--- config.mk ---
export PLATFORM = sky130hd
export DESIGN_NAME = segpage_xlate
export DESIGN_NICKNAME = d
export VERILOG_FILES = /design/src/rtl/segpage_pkg.sv /design/src/rtl/segpage_seg_table.sv /design/src/rtl/segpage_ctrl.sv /design/src/rtl/segpage_xlate.sv
export SDC_FILE = /design/constraint.sdc
export NUM_CORES = 1
export LEC_CHECK = 0
export ABC_AREA = 1
export BUFFER_PORTS_ARGS = -buffer_cell sky130_fd_sc_hd__buf_2
export CAP_MARGIN = 20
export CORE_MARGIN = 1
export CORE_UTILIZATION = 55
export CTS_CLUSTER_SIZE = 8
export DETAILED_ROUTE_END_ITERATION = 6
export PLACE_DENSITY = 0.76
export SKIP_LAST_GASP = 1
export SLEW_MARGIN = 20
export SYNTH_ARGS = -nofsm -noshare
export SYNTH_HDL_FRONTEND = slang
export SYNTH_HIERARCHICAL = 1
export SYNTH_SLANG_ARGS = --single-unit
--- constraint.sdc ---
create_clock -name clk -period 2.85 [get_ports clk]
set_clock_uncertainty 0.15 [all_clocks]
set_input_delay 0.855 -clock clk [delete_from_list [all_inputs] [get_ports clk]]
set_output_delay 0.855 -clock clk [all_outputs]
set_load 0.05 [all_outputs]
--- src/rtl/segpage_pkg.sv ---
package segpage_pkg;

    localparam int VA_W        = 32;
    localparam int SEG_W       = 3;
    localparam int VPN_W       = 17;
    localparam int OFF_W       = 12;
    localparam int BASE_W      = 30;
    localparam int PPN_W       = 18;
    localparam int PTE_W       = 32;
    localparam int PTE_VLD_BIT = PTE_W - 1;
    localparam int BND_W       = VPN_W + 1;
    localparam int N_SEG       = 1 << SEG_W;
    localparam int PA_W        = PPN_W + OFF_W;

    typedef struct packed {
        logic [SEG_W-1:0] seg;
        logic [VPN_W-1:0] vpn;
        logic [OFF_W-1:0] off;
    } vaddr_t;

    typedef struct packed {
        logic [BASE_W-1:0] base;
        logic [BND_W-1:0]  bound;
    } seg_ent_t;

    typedef enum logic [2:0] {
        ST_IDLE,
        ST_CHECK,
        ST_FETCH,
        ST_AWAIT,
        ST_REPLY
    } xl_state_t;

    function automatic logic vpn_in_range(logic [VPN_W-1:0] vpn, logic [BND_W-1:0] bound);
        return {1'b0, vpn} < bound;
    endfunction

    function automatic logic [BASE_W-1:0] pte_addr(seg_ent_t e, logic [VPN_W-1:0] vpn);
        return e.base + BASE_W'(vpn);
    endfunction

endpackage

--- src/rtl/segpage_seg_table.sv ---
module segpage_seg_table
    import segpage_pkg::*;
#(
    parameter int N     = N_SEG,
    parameter int IDX_W = SEG_W
) (
    input  logic             clk,
    input  logic             rst,
    input  logic             wr_en,
    input  logic [IDX_W-1:0] wr_idx,
    input  seg_ent_t         wr_ent,
    input  logic [IDX_W-1:0] rd_idx,
    output seg_ent_t         rd_ent
);

    seg_ent_t rd_vec [N];

    for (genvar g = 0; g < N; g++) begin : g_ent
        seg_ent_t q;
        always_ff @(posedge clk) begin
            if (rst) begin
                q <= '0;
            end else if (wr_en && wr_idx == IDX_W'(g)) begin
                q <= wr_ent;
            end
        end
        assign rd_vec[g] = q;
    end

    assign rd_ent = rd_vec[rd_idx];

endmodule

--- src/rtl/segpage_ctrl.sv ---
module segpage_ctrl
    import segpage_pkg::*;
(
    input  logic              clk,
    input  logic              rst,
    input  logic              rq_valid,
    output logic              rq_ready,
    input  logic [VA_W-1:0]   rq_vaddr,
    output logic [SEG_W-1:0]  lk_seg,
    input  seg_ent_t          lk_ent,
    output logic              mr_valid,
    input  logic              mr_ready,
    output logic [BASE_W-1:0] mr_addr,
    input  logic              md_valid,
    input  logic [PTE_W-1:0]  md_data,
    output logic              rs_valid,
    output logic              rs_fault,
    output logic [PA_W-1:0]   rs_paddr
);

    xl_state_t         st;
    vaddr_t            va_q;
    logic [BASE_W-1:0] addr_q;
    logic [PA_W-1:0]   pa_q;
    logic              flt_q;

    logic              pte_ok;
    logic [PPN_W-1:0]  pte_ppn;
    logic              unused_pte_bits;

    assign pte_ok          = md_data[PTE_VLD_BIT];
    assign pte_ppn         = md_data[PPN_W-1:0];
    assign unused_pte_bits = ^md_data[PTE_VLD_BIT-1:PPN_W];

    assign lk_seg   = va_q.seg;
    assign rq_ready = (st == ST_IDLE);
    assign mr_valid = (st == ST_FETCH);
    assign mr_addr  = addr_q;
    assign rs_valid = (st == ST_REPLY);
    assign rs_fault = flt_q;
    assign rs_paddr = pa_q;

    always_ff @(posedge clk) begin
        if (rst) begin
            st     <= ST_IDLE;
            va_q   <= '0;
            addr_q <= '0;
            pa_q   <= '0;
            flt_q  <= 1'b0;
        end else begin
            unique case (st)
                ST_IDLE: begin
                    if (rq_valid) begin
                        va_q <= vaddr_t'(rq_vaddr);
                        st   <= ST_CHECK;
                    end
                end
                ST_CHECK: begin
                    if (vpn_in_range(va_q.vpn, lk_ent.bound)) begin
                        addr_q <= pte_addr(lk_ent, va_q.vpn);
                        st     <= ST_FETCH;
                    end else begin
                        flt_q <= 1'b1;
                        pa_q  <= '0;
                        st    <= ST_REPLY;
                    end
                end
                ST_FETCH: begin
                    if (mr_ready) begin
                        st <= ST_AWAIT;
                    end
                end
                ST_AWAIT: begin
                    if (md_valid) begin
                        flt_q <= ~pte_ok;
                        pa_q  <= pte_ok ? {pte_ppn, va_q.off} : '0;
                        st    <= ST_REPLY;
                    end
                end
                ST_REPLY: begin
                    st <= ST_IDLE;
                end
                default: st <= ST_IDLE;
            endcase
        end
    end

endmodule

--- src/rtl/segpage_xlate.sv ---
module segpage_xlate
    import segpage_pkg::*;
(
    input  logic              clk,
    input  logic              rst,
    input  logic              tw_en,
    input  logic [SEG_W-1:0]  tw_seg,
    input  logic [BASE_W-1:0] tw_base,
    input  logic [BND_W-1:0]  tw_bound,
    input  logic              rq_valid,
    output logic              rq_ready,
    input  logic [VA_W-1:0]   rq_vaddr,
    output logic              rs_valid,
    output logic              rs_fault,
    output logic [PA_W-1:0]   rs_paddr,
    output logic              mr_valid,
    input  logic              mr_ready,
    output logic [BASE_W-1:0] mr_addr,
    input  logic              md_valid,
    input  logic [PTE_W-1:0]  md_data
);

    logic [SEG_W-1:0] lk_seg;
    seg_ent_t         lk_ent;
    seg_ent_t         wr_ent;

    assign wr_ent = '{base: tw_base, bound: tw_bound};

    segpage_seg_table #(.N(N_SEG), .IDX_W(SEG_W)) u_tab (
        .clk    (clk),
        .rst    (rst),
        .wr_en  (tw_en),
        .wr_idx (tw_seg),
        .wr_ent (wr_ent),
        .rd_idx (lk_seg),
        .rd_ent (lk_ent)
    );

    segpage_ctrl u_ctrl (
        .clk      (clk),
        .rst      (rst),
        .rq_valid (rq_valid),
        .rq_ready (rq_ready),
        .rq_vaddr (rq_vaddr),
        .lk_seg   (lk_seg),
        .lk_ent   (lk_ent),
        .mr_valid (mr_valid),
        .mr_ready (mr_ready),
        .mr_addr  (mr_addr),
        .md_valid (md_valid),
        .md_data  (md_data),
        .rs_valid (rs_valid),
        .rs_fault (rs_fault),
        .rs_paddr (rs_paddr)
    );

endmodule

Word-level counts from Yosys, hierarchy flattened. Cells that the tools add are included.

Flip-flop bits (word level): 480. Bits of input ports: 121. Word-level logic and storage cells: 73.

Add/subtract/negate cells: 1. Magnitude comparators: 2. Equality and inequality tests: 15. Muxes and demuxes: 15. Bitwise logic cells: 2. Reduce and logical (&&, ||, !) cells: 15.

Operator list (number): 48-bit binary-select mux with 3-bit select (1); 48-bit 2-to-1 mux (2); 30-bit 2-to-1 mux (3); 30-bit case mux with 2 select lines (1); 30-bit by 17-bit adder with 30-bit output (1); 17-bit by 18-bit less-than comparator with 1-bit output (1); 3-bit equality test (second input constant) (5); 3-bit by 2-bit equality test with 1-bit output (second input constant) (4); 3-bit 2-to-1 mux (4); 3-bit case mux with 4 select lines (1); 1-bit logical AND (8); 3-bit by 1-bit equality test with 1-bit output (second input constant) (2); 3-bit zero test (2); 2-bit != test (second input constant) (3); 3-bit AND reduction (2); 4-bit >= comparator (second input constant) (1); 3-bit inverter with 4-bit output (1); 2-bit AND reduction (2); 1-bit 2-to-1 mux (2); 2-bit by 1-bit != test with 1-bit output (second input constant) (1); 1-bit case mux with 2 select lines (1); 2-bit nonzero test (1); 1-bit inverter (1).

Longest topological paths before layout. Gate-level depths: netlist (run 1).

Word-level depth: 7. Mapped depth: 24. Mapped depth without buffers: 20.

Cells and area by module. Netlist (run 1), hierarchy kept.

Modules (own cells, without submodules): segpage_seg_table (instances 1, cells an instance 2962, area an instance 18505.2 um^2, seq. area each 7687.4 um^2); segpage_ctrl (instances 1, cells an instance 993, area an instance 6062.1 um^2, seq. area each 1921.8 um^2).

Least setup slack after synthesis (run 1). No wires, ideal clock.

Path type: register to register. Start point: reg u_ctrl.va_q (netlist bit u_ctrl/lk_seg[1]). End point: reg u_ctrl.addr_q[16] (netlist: u_ctrl/mr_addr[16]). Library setup time: 0.118 ns. Arrival: 2.544 ns. Required time: 2.582 ns. Slack: 0.039 ns. Cell stages (with the launch flop): 19. Clock period less this slack: 2.811 ns. Cell sequence: dfxtp_1 -> buf_4 -> buf_2 -> inv_2 -> buf_2 -> buf_2 -> nand3_1 -> nand2_1 -> nand2_1 -> nand2_1 -> ha_1 -> fa_1 -> nand3_1 -> nand3_1 -> a21oi_1 -> o21ai_0 -> xor2_1 -> nor2_1 -> nor2_1.

RTL lines: start: declaration (RTL line segpage_ctrl.sv:22) `vaddr_t va_q;`; start signal: assignment (RTL line segpage_ctrl.sv:54) `va_q <= vaddr_t'(rq_vaddr);`; end signal: assignment (RTL line segpage_ctrl.sv:60) `addr_q <= pte_addr(lk_ent, va_q.vpn);`; end: declaration (RTL line segpage_ctrl.sv:23) `logic [BASE_W-1:0] addr_q;`.

==> results of run 1 <==
-- final cells by class --
type                    count  area (µm²)
diodes                      4        10.0
clock buffers              77        1870
clock inverters             4        41.3
fillers                  4111       15300
inverters                 568        2150
multi-input cells        2668       11800
flip-flops and latches    480        9620
well taps                 592         741
repair buffers            334        2580
-- worst max path at each step --
stage / start / endpoint / slack [ns] / cells past startpoint
floorplan: u_ctrl/lk_seg[1] / u_ctrl/mr_addr[16] / 0.04 / 18
global placement: u_ctrl/lk_seg[0] / u_ctrl/mr_addr[26] / -0.21 / 17
detailed placement: u_ctrl/lk_seg[0] / u_ctrl/mr_addr[26] / -0.21 / 17
CTS: u_ctrl/lk_seg[0] / u_ctrl/mr_addr[27] / -0.1 / 19
global route: u_ctrl/lk_seg[0] / u_ctrl/mr_addr[0] / -0.32 / 18
finish: u_ctrl/lk_seg[0] / u_ctrl/mr_addr[22] / -0.18 / 18
-- through the flow --
step                utilization, %  power, mW  hold slack, ns  area, µm²
floorplan                        -       13.8           0.291      24600
global placement              60.0       16.4           0.296      26500
detailed placement            60.0       16.6           0.304      26500
CTS                           64.7       24.3           0.312      28500
global route                  65.3       25.8           0.333      28800
finish                        65.3       24.6           0.309      28800
-- registers in the layout, indices dropped and copies added (netlist names) --
signal and cells:
u_ctrl/rs_paddr 30, u_ctrl/mr_addr 30, u_ctrl/va_q 29, u_ctrl/lk_seg 3, u_ctrl/rs_fault 1, u_ctrl/st 3, u_tab/g_ent.q 384
-- worst register-to-register path: cells and delay by family, from the launching register on --
kind	cells	cell delay (ns)
AND/OR/NAND/NOR	14	1.34
buffers and inverters	3	0.55
flip-flops	1	0.44
adder cells (fa/ha/maj)	1	0.41
-- power breakdown --
group          internal, mW  switching [mW]  total (mW)
combinational          3.02            6.17        9.19
sequential             7.43           0.448        7.88
clock                  4.58            2.91        7.49
total                  15.0            9.53        24.6
-- cells by family after synthesis --
| group | after synthesis |
|---|---|
| compound gates | 484 |
| xor+xnor | 15 |
| fa+ha+maj | 34 |
| buf+inv | 807 |
| flops | 480 |
| simple gates | 2135 |
-- what timing repair did --
action                     4_1_cts  5_1_grt
hold buffers                     0        0
buffers inserted                 0        1
setup endpoints to repair       63       63
resized for setup               26       43
gates cloned                     1        2
pin swaps                        1        0
-- layout by cell type (no fill, tap or decap), types with 5 or more instances in the layout --
| master | n |
|---|---|
| ha_1 | 20 |
| nor2_2 | 12 |
| inv_2 | 17 |
| xor2_1 | 13 |
| dfxtp_1 | 477 |
| nand2_1 | 927 |
| o21ai_0 | 301 |
| nand3_1 | 254 |
| nand4_1 | 39 |
| nand2_2 | 22 |
| o21ai_1 | 114 |
| ha_4 | 13 |
| clkbuf_16 | 76 |
| nor2_1 | 867 |
| nor2_4 | 5 |
| buf_6 | 7 |
| buf_2 | 171 |
| a21oi_1 | 59 |
| inv_1 | 547 |
| buf_12 | 29 |
| buf_4 | 121 |
-- layer usage --
layer / vias to the layer above / part of all wire, %
met2: 1097 / 46
li1: 12300 / -
met5: - / 0.098
met4: 10 / 3.1
met3: 175 / 9.3
met1: 11000 / 42
==> reports/metrics.cfg, run 1 <==
[worst_setup_path]
worstPathArrival_ns=3.34
reg2reg_from=u_ctrl/lk_seg[0]
critical_path_class=register to register
max_stage_delay_ns=0.44
reg2reg_depth=18
cp_slowest_cell=dfxtp_4
crit_chain=buf_12 -> buf_16 -> nand2_1 -> nand3_1 -> nand2_1 -> nand2_1 -> nand2_1 -> ha_1 -> nand2_1 -> nor2_1 -> buf_4 -> nand2_1 -> nor2_1 -> nand2_1 -> nand4_1 -> nand2_1 -> nor2_1 -> nor2_1
reg2reg_slack_ns=-0.18
worstSetupEndpointType=register
cp_max_fo=29
r2r_end=u_ctrl/mr_addr[22]
cp-start-kind=register
worstPathRequired_ns=3.15
crit_family=simple AND/OR/NAND/NOR gates
path_buf_inv=3
crit_top_cell=nand2_1

[sta]
setup_ws_ns=-0.184
post-route-period-util_pct=106
fmax_ghz=0.330
final_hold_viol_count=0
period_minus_slack_ns=3.03
finalSetupViolCount=62
worstMarginPinSlew_ns=0.759
relSlewSlack_pct=49.4
rsz0062_at_grt=true
maxSlewViolCount=0
tns_ns=-6.80

[routing]
route.vias.total=24700
drt-initial-drc-count=2288
drt-total-wl_um=75700
wl_per_cell_um=16.0
vias_per_cell=5.22
drc_errors=0
ant_nets=0
dr.pass1.iters=5

[min_path]
hold_start=u_ctrl/va_q[2]
worstHoldPathCells=2
holdPathEnd=u_ctrl/va_q[2]
hold_class=register to register

[clock_tree]
ctsRootBufferMaster=clkbuf_16
tritoncts=built
insertion_delay_ns=0.59
h-tree-depth=3
cts_made_buffers=70
cts.path.max_buffers=3
clkSinkCount=480
clk_pin_slew_ns=0.05

[power_and_ir_drop]
p_per_area_nw_per_um2=853
p_leak_nw=13.4
peakVddDrop_mv=0.873

[floorplanning]
rows=77
die_area_um2=45500
start_util_pct=55.7
die_w_um=213
die_h_um=213
fp.coreArea_um2=44100
ios=185

[yosys]
synth_compound_area_share_pct=9.92
yosys.area_share.simple_pct=34.7
synth.area.top_cells=dfxtp_1 (39%), nand2_1 (14%), nor2_1 (13%)
yosysTopAreaCell=dfxtp_1
synth_xor_xnor_area_share_pct=0.535
synth_top_family_by_area=simple AND/OR/NAND/NOR gates
syn_nets=4110
synth-edff-count=0
yosysSeqAreaShare_pct=39.1
ys_ff_latch=480
yosys_most_used_dff=dfxtp_1
synth_mux_area_share_pct=0
avgSynthCellArea_um2=6.21
yosys.area_share.adder_pct=1.76
yosys-top-cells-count=nand2_1 (941), nor2_1 (877), inv_1 (550), dfxtp_1 (480), o21ai_0 (310)
async_flop_share_pct=0
synth_top_area_share_pct=39.1
yosysMostFrequentCell=nand2_1
syn_inst=3955
synth_area_um2=24600
ys_types=33
ys_warn_count=6

[placed_design]
dp_slack_ns=-0.212
gp_congestion=0.934
dp_cells=4638
hpwl_um=46200
port_buffers=171

[global_route]
grtUsageMet1_pct=43.3
grt_pass1_vias=22100
grt_max_degree=87
gr-usage-met3_pct=5.20
grtUsageTotal_pct=32.7
gr-total-overflow=0
grt_pass1_wl_um=117000
busiest_layer=met2
grtUsageMet2_pct=53.9
antenna_found_initial=9

[finish]
fin_cells=4727
nets=4277
drive_above_1_share_pct=12.0
area_growth_pct=17.3

[run_status]
outcome=finished with violations
violations=negative setup slack

[flow_run]
drv_cap=0

No activity file was read; power rests on OpenSTA's default activity.
==> run 2: changes to the inputs <==
CAP_MARGIN = 25   (was 20)
REMOVE_ABC_BUFFERS = 1   (was not set)
clock period = 2.65 ns   (was 2.85 ns; I/O delays follow)
==> reports/metrics.cfg, run 2 (synthesized netlist as in run 1, its figures left out) <==
[run_status]
outcome=finished with violations
violations=negative setup slack

[routing]
highest_layer=met5
route.vias.total=24800
drt-initial-drc-count=2295
met3RoutedLength_um=6960
m1WireLength_um=32500
vias_per_cell=5.21
drt-total-wl_um=77500
dr.pass1.iters=6
wl_per_cell_um=16.3
ant_nets=0
drc_errors=0
dr_wl_met2_um=35300

[worst_setup_path]
cp-start-kind=register
worstPathRequired_ns=2.97
worstSetupEndpointType=register
crit_top_cell=nand2_1
critical_path_class=register to register
crit_start=u_ctrl/lk_seg[0]
crit_family=simple AND/OR/NAND/NOR gates
path_buf_inv=6
cp_max_fo=12
cp_slowest_cell=dfxtp_4
worstPathArrival_ns=3.33
reg2reg_from=u_ctrl/lk_seg[0]
crit_chain=inv_12 -> buf_12 -> nand2_1 -> nand3_1 -> nand2_1 -> nand2_1 -> nand2_1 -> inv_1 -> ha_1 -> nand2_1 -> inv_1 -> nand2_1 -> nand2_1 -> a21oi_4 -> nand4_1 -> inv_2 -> buf_12 -> nand2_1 -> nor2_1 -> nor2_1
max_stage_delay_ns=0.45

[global_route]
grt_max_degree=70
antenna_found_initial=7
grt_pass1_wl_um=120000
grtUsageTotal_pct=33.7
gr-total-overflow=0
grt_pass1_vias=22600

[floorplanning]
ios=185
fp.coreArea_um2=44100
die_h_um=213
die_w_um=213
die_area_um2=45500
start_util_pct=55.7
rows=77

[sta]
rsz0062_at_grt=true
setup_ws_ns=-0.366
final_hold_viol_count=0
fmax_ghz=0.332
period_minus_slack_ns=3.02
worstMarginPinSlew_ns=0.586
holdWs_ns=0.308
relSlewSlack_pct=60.9
maxSlewViolCount=0
finalSetupViolCount=65
post-route-period-util_pct=114

[min_path]
hold_class=register to register
hold_start=u_ctrl/va_q[1]

[placed_design]
dp_cells=4663
port_buffers=171
dp_slack_ns=-0.325
gp_congestion=0.959
hpwl_um=48300

[clock_tree]
cts.path.max_buffers=3
ctsRootBufferMaster=clkbuf_16
clk_pin_slew_ns=0.05
postCtsHoldBufs=0
insertion_delay_ns=0.59
tritoncts=built
cts_made_buffers=69
h-tree-depth=3
clkSinkCount=480

[power_and_ir_drop]
p_leak_nw=13.6
peakVddDrop_mv=0.755
p_per_area_nw_per_um2=912

[finish]
largest_reg_flops=384
fill_cells=4019
nets=4310
area_growth_pct=19.3
final_cell_mix=nand2_1 (922), nor2_1 (862), inv_1 (544), dfxtp_1 (477), o21ai_0 (302)
post-route-util_pct=66.4
fin_cells=4754
layout_commonest_cell=nand2_1
largest_register=u_tab/g_ent.q
drive_above_1_share_pct=13.2

[flow_run]
drv_cap=0

[run 2: changes by cell type in the layout (fill, tap and decap cells not counted), sizes merged]
cell and change:
clkbuf -3, clkinvlp -1, buf +33, diode -3
inv +2, clkinv -1
[run 2: power breakdown]
part | total, mW | switching, mW | leakage (nW) | internal, mW
clock | 7.82 | 3.10 | 0.901 | 4.72
combinational | 10.3 | 6.80 | 8.81 | 3.52
sequential | 8.57 | 0.584 | 3.91 | 7.99
[run 2: final timing paths]
path	to	slack [ns]	cells after the start
hold reg to reg	u_ctrl/va_q[1]	0.31	2
setup reg to reg	u_ctrl/mr_addr[25]	-0.37	20
hold / removal	u_ctrl/va_q[1]	0.31	2
setup / recovery	u_ctrl/mr_addr[25]	-0.37	20
[run 2: worst min-delay path, cell delays in order (launching register included)]
cell	delay, ns
dfxtp_1	0.30
nand2_1	0.06
a21oi_1	0.05
[run 2: routing by layer]
layer,vias up,GRT usage [%]
met5,-,0
met1,11000,44.0
li1,12400,-
met2,1104,54.4
met3,197,6.15
met4,4,15.2
[run 2: repair_timing]
action / 4_1_cts / 5_1_grt
cloned: 6 / 3
buffers inserted: 5 / 0
resized for setup: 60 / 40
pin swaps: 11 / 16
endpoints found under the setup margin: 65 / 65
[run 2: cell type report]
cell class                      count  area, µm²  area share, %
Multi-Input combinational cell   2668      11900           40.5
Sequential cell                   480       9620           32.8
Timing Repair Buffer              368       3090           10.6
Inverter                          568       2150           7.35
Clock buffer                       73       1780           6.09
Tap cell                          592        741           2.53
Clock inverter                      4       46.3          0.158
Antenna cell                        1       2.50        0.00854
[run 2: per-stage QoR]
stage | area, µm² | setup TNS (ns) | total power, mW
2_1_floorplan | 23300 | -1574.28 | 14.7
3_3_place_gp | 26800 | -13.33 | 17.9
3_5_place_dp | 26800 | -14.96 | 18.0
4_1_cts | 29100 | -13.64 | 26.4
5_1_grt | 29300 | -26.14 | 28.1
6_report | 29300 | -19.72 | 26.7
